**src/rtl/zhb_pkg.sv**
```systemverilog
package zhb_pkg;

    localparam int FLAG_W = 6;

    typedef enum logic {
        SZ_32 = 1'b0,
        SZ_64 = 1'b1
    } zhb_size_e;

    typedef struct packed {
        logic parity;
        logic aux;
        logic ovf;
        logic sign;
        logic zero;
        logic carry;
    } zhb_flags_t;

    function automatic zhb_size_e pick_size(input logic long_mode, input logic wide);
        return (long_mode && wide) ? SZ_64 : SZ_32;
    endfunction

    function automatic int unsigned active_width(input zhb_size_e sz, input int unsigned word_w,
                                                 input int unsigned half_w);
        return (sz == SZ_64) ? word_w : half_w;
    endfunction

endpackage

```
**src/rtl/zhb_decode.sv**
```systemverilog
module zhb_decode
    import zhb_pkg::*;
#(
    parameter int IDX_W = 8
) (
    input  logic             long_mode,
    input  logic             wide,
    input  logic             vlen,
    input  logic [IDX_W-1:0] idx_lo,
    output zhb_size_e        size,
    output logic [IDX_W-1:0] pos,
    output logic             undef
);
    always_comb begin
        size  = pick_size(long_mode, wide);
        pos   = idx_lo;
        undef = vlen;
    end
endmodule

```
**src/rtl/zhb_mask.sv**
```systemverilog
module zhb_mask
    import zhb_pkg::*;
#(
    parameter int WORD_W = 64,
    parameter int HALF_W = 32,
    parameter int IDX_W  = 8
) (
    input  logic [WORD_W-1:0] src,
    input  logic [IDX_W-1:0]  pos,
    input  zhb_size_e         size,
    output logic [WORD_W-1:0] res,
    output logic              sat
);
    localparam int CMP_W = 32;

    logic [CMP_W-1:0]  pos_ext;
    logic [WORD_W-1:0] keep;
    logic [CMP_W-1:0]  width_now;

    assign pos_ext   = {{(CMP_W-IDX_W){1'b0}}, pos};
    assign width_now = active_width(size, WORD_W, HALF_W);

    for (genvar i = 0; i < WORD_W; i++) begin : g_bit
        localparam logic [CMP_W-1:0] BIT_POS = i;
        if (i < HALF_W) begin : g_low
            assign keep[i] = pos_ext > BIT_POS;
        end else begin : g_high
            assign keep[i] = (size == SZ_64) && (pos_ext > BIT_POS);
        end
    end

    assign res = src & keep;
    assign sat = pos_ext >= width_now;
endmodule

```
**src/rtl/zhb_flags.sv**
```systemverilog
module zhb_flags
    import zhb_pkg::*;
#(
    parameter int WORD_W = 64,
    parameter int HALF_W = 32
) (
    input  logic [WORD_W-1:0] res,
    input  zhb_size_e         size,
    input  logic              sat,
    output zhb_flags_t        flags
);
    always_comb begin
        flags        = '0;
        flags.carry  = sat;
        flags.zero   = (res == '0);
        flags.sign   = (size == SZ_64) ? res[WORD_W-1] : res[HALF_W-1];
        flags.ovf    = 1'b0;
        flags.aux    = 1'b0;
        flags.parity = 1'b0;
    end
endmodule

```
**src/rtl/zhb_unit.sv**
```systemverilog
module zhb_unit
    import zhb_pkg::*;
#(
    parameter int WORD_W = 64,
    parameter int HALF_W = 32,
    parameter int IDX_W  = 8
) (
    input  logic              clk,
    input  logic              rst,
    input  logic              in_valid,
    input  logic [WORD_W-1:0] in_src,
    input  logic [WORD_W-1:0] in_idx,
    input  logic              in_long,
    input  logic              in_wide,
    input  logic              in_vlen,
    output logic              out_valid,
    output logic [WORD_W-1:0] out_result,
    output logic [FLAG_W-1:0] out_flags,
    output logic              out_flags_we,
    output logic              out_undef
);
    zhb_size_e         size;
    logic [IDX_W-1:0]  pos;
    logic              undef;
    logic [WORD_W-1:0] res_d;
    logic              sat;
    zhb_flags_t        flags_d;
    zhb_flags_t        flags_q;
    logic              unused_idx_hi;

    assign unused_idx_hi = ^in_idx[WORD_W-1:IDX_W];

    zhb_decode #(.IDX_W(IDX_W)) u_dec (
        .long_mode (in_long),
        .wide      (in_wide),
        .vlen      (in_vlen),
        .idx_lo    (in_idx[IDX_W-1:0]),
        .size      (size),
        .pos       (pos),
        .undef     (undef)
    );

    zhb_mask #(.WORD_W(WORD_W), .HALF_W(HALF_W), .IDX_W(IDX_W)) u_mask (
        .src  (in_src),
        .pos  (pos),
        .size (size),
        .res  (res_d),
        .sat  (sat)
    );

    zhb_flags #(.WORD_W(WORD_W), .HALF_W(HALF_W)) u_flg (
        .res   (res_d),
        .size  (size),
        .sat   (sat),
        .flags (flags_d)
    );

    always_ff @(posedge clk) begin
        if (rst) begin
            out_valid    <= 1'b0;
            out_undef    <= 1'b0;
            out_flags_we <= 1'b0;
            out_result   <= '0;
            flags_q      <= '0;
        end else begin
            out_valid    <= in_valid;
            out_undef    <= in_valid && undef;
            out_flags_we <= in_valid && !undef;
            if (in_valid && !undef) begin
                out_result <= res_d;
                flags_q    <= flags_d;
            end
        end
    end

    assign out_flags = flags_q;
endmodule

```
**config.mk**
```make
export PLATFORM = sky130hd
export DESIGN_NAME = zhb_unit
export DESIGN_NICKNAME = d
export VERILOG_FILES = /design/src/rtl/zhb_pkg.sv /design/src/rtl/zhb_decode.sv /design/src/rtl/zhb_mask.sv /design/src/rtl/zhb_flags.sv /design/src/rtl/zhb_unit.sv
export SDC_FILE = /design/constraint.sdc
export NUM_CORES = 1
export LEC_CHECK = 0
export ABC_AREA = 0
export BUFFER_PORTS_ARGS = -buffer_cell sky130_fd_sc_hd__buf_2
export CAP_MARGIN = 25
export CELL_PAD_IN_SITES_DETAIL_PLACEMENT = 1
export CELL_PAD_IN_SITES_GLOBAL_PLACEMENT = 1
export CORE_ASPECT_RATIO = 1.4
export CORE_MARGIN = 3
export CORE_UTILIZATION = 31
export CTS_CLUSTER_DIAMETER = 100
export CTS_CLUSTER_SIZE = 20
export DETAILED_ROUTE_END_ITERATION = 8
export GPL_ROUTABILITY_DRIVEN = 0
export PLACE_DENSITY_LB_ADDON = 0.1
export SYNTH_ARGS = -nofsm -noshare
export SYNTH_HDL_FRONTEND = slang
export SYNTH_SLANG_ARGS = --single-unit
export TNS_END_PERCENT = 50
```
**constraint.sdc**
```tcl
create_clock -name clk -period 2.6 [get_ports clk]
set_clock_uncertainty 0.1 [all_clocks]
set_input_delay 0.52 -clock clk [delete_from_list [all_inputs] [get_ports clk]]
set_output_delay 0.52 -clock clk [all_outputs]
set_load 0.01 [all_outputs]
```
==> results.json <==
{
  "status": "completed",
  "layout_commonest_cell": "buf_2",
  "p_per_area_mw_per_mm2": 549,
  "initial_core_util_pct": 32.2,
  "insertion_delay_ps": 340,
  "crit_slowest_cell": "o21ai_0",
  "avgSynthCellArea_um2": 7.42,
  "grt-ovfl-total": 0,
  "place_ws_ps": -189,
  "leakage_nw": 2.50,
  "drive_gt1_share_pct": 36.5,
  "ctsHoldBuffers": 0,
  "dp_hpwl_um": 13400,
  "ys_async_sr_fraction_pct": 0,
  "synth_edf_count": 0,
  "mappedNetlistArea_mm2": 0.00386,
  "tightest_slew_ps": 707,
  "timing.fmax_ghz": 0.410,
  "worstPathCellList": "buf_2, or2_1, buf_4, o21ai_0, buf_4, a31oi_1, nor4_1, buf_4, nand4_1, o21ai_1",
  "path_delay_family": "simple AND/OR/NAND/NOR gates",
  "path_clk_slew_ps": 60,
  "dieArea_mm2": 0.0139,
  "synthTopCellsByArea": "dfxtp_1 (36%), a21oi_1 (8.7%), nand2_1 (6.4%)",
  "dr.pass1.iters": 4,
  "grt_pass1_wl_um": 26400,
  "die_w_um": 100,
  "path_max_fanout": 10,
  "cpPeakStageDelay_ps": 390,
  "setup_slack_ps": 159,
  "wire_per_inst_um": 19.6,
  "postCtsSetupBuffers": 0,
  "totalWireLength_um": 16900,
  "portBuffers": 147,
  "rsz0062_at_grt": "false",
  "cts-buffers-inserted": 9,
  "final_cell_mix": "buf_2 (147), buf_4 (82), dfxtp_1 (70)",
  "hold_path.class": "in2reg",
  "maxCapViolations": 0,
  "drt_iter0_markers": 217,
  "yosysTopAreaCell": "dfxtp_1",
  "yosysWarnings": 0,
  "setup_violations": 0,
  "vias": 4654,
  "cts.sinks": 70,
  "grt_start_max_net_pins": 69,
  "cts_tree": "yes",
  "critPathBufInv": 4,
  "slew_headroom_pct": 52.9,
  "synth_top_area_share_pct": 36.3,
  "viasPerCell": 5.39,
  "worstPathRequired_ps": 2770,
  "ios": 207,
  "grt.total_usage_pct": 24.3,
  "grt_pass1_vias": 4898,
  "ir_drop_v": 0.000286,
  "seq_area_frac_synth_pct": 36.3,
  "core_area_mm2": 0.0120,
  "path_common_cell": "buf_4",
  "synth_seq_cells": 70,
  "final_max_slew_viol_count": 0,
  "min_period_over_period_pct": 93.9,
  "clockBufferDepth": 2,
  "hold_violations": 0,
  "cts_root_buf": "clkbuf_16",
  "synth-main-ff-cell": "dfxtp_1",
  "synthCells": 521,
  "fin_crit_ps": 2440,
  "finish.utilization_pct": 45.8,
  "cp.arrival_ps": 2610,
  "nNetsFinal": 847,
  "postRouteAntennaNets": 0,
  "drc_errors": 0,
  "n_antenna_cell": 0,
  "crit_type": "in2reg",
  "h-tree-depth": 3,
  "cp-start-kind": "input port",
  "placementRows": 47,
  "die_h_um": 138,
  "end_kind": "flip-flop",
  "area_growth_pct": 42.4,
  "antenna_found_initial": 0,
  "ctsResizeCount": 0,
  "ys_types": 57
}
==> cell usage after synthesis, types with 7 or more instances <==
cell	n
buf_2	9
inv_1	12
nor2b_1	8
nor3_1	13
nand2_1	66
a21oi_1	67
or3_1	7
o31ai_1	9
nand3_1	13
o211ai_1	13
nor2_1	56
clkbuf_1	33
o21ai_0	25
dfxtp_1	70
nor4_1	8
==> area by class of cell <==
| class | instances | area, um2 |
|---|---|---|
| Multi-Input combinational cell | 388 | 2180 |
| Clock inverter | 6 | 93.8 |
| Tap cell | 147 | 184 |
| Inverter | 12 | 45.0 |
| Clock buffer | 10 | 229 |
| Fill cell | 1565 | 6500 |
| Sequential cell | 70 | 1400 |
| Timing Repair Buffer | 230 | 1370 |
==> stage by stage <==
step	instance area, um2	TNS [ps]	cells	power [mW]	hold slack, ps
after CTS	5500	0	863	3.04	285
after detailed placement	5180	-189	847	1.68	343
after global routing	5500	0	863	3.14	295
after global placement	5180	-145	847	1.67	340
final	5500	0	863	3.02	292
after floorplan	3870	0	523	1.41	376
==> worst paths after layout <==
check                                                  from                     endpoint  slack, ps  depth (start not counted)
worst min-delay path                                    rst      out_flags_we$_SDFF_PP0_        290                          2
worst min register to register  out_result[28]$_SDFFE_PP0P_  out_result[28]$_SDFFE_PP0P_        350                          2
worst max register to register    out_flags[2]$_SDFFE_PP0P_    out_flags[2]$_SDFFE_PP0P_       1760                          2
worst max-delay path                              in_idx[6]    out_flags[1]$_SDFFE_PP0P_        160                         10
==> kinds of logic (layout without fill, tap and decap cells) <==
family	Yosys count	in the layout	share of synthesized area, %
AOI/OAI and AO/OA	169	169	27.9
adders and majority gates	2	2	0.648
buffers and inverters	65	258	7.87
DFF	70	70	36.3
other	1	3	0.0971
and+or+nand+nor	214	214	27.2
==> flip-flops by register name, indices dropped and copies added, names as in the netlist <==
register and count:
out_flags 3, out_flags_we 1, out_result 64, out_undef 1
out_valid 1
==> worst reg2reg max path, stage by stage, from the launching register on <==
cell and delay, ps:
dfxtp_1 340, nor2_1 60, a311oi_1 250
==> power breakdown <==
| group | internal, mW | switching (mW) |
|---|---|---|
| Sequential | 1.11 | 0.0164 |
| Combinational | 0.222 | 0.312 |
| Clock | 0.848 | 0.516 |
==> per-layer routing <==
metal / GRT usage, % / wire [um]
met4: 11.1 / 667
met2: 41.1 / 8360
met3: 4.18 / 881
met5: 0 / 0
met1: 29.7 / 7020
No activity file was read; power rests on OpenSTA's default activity.
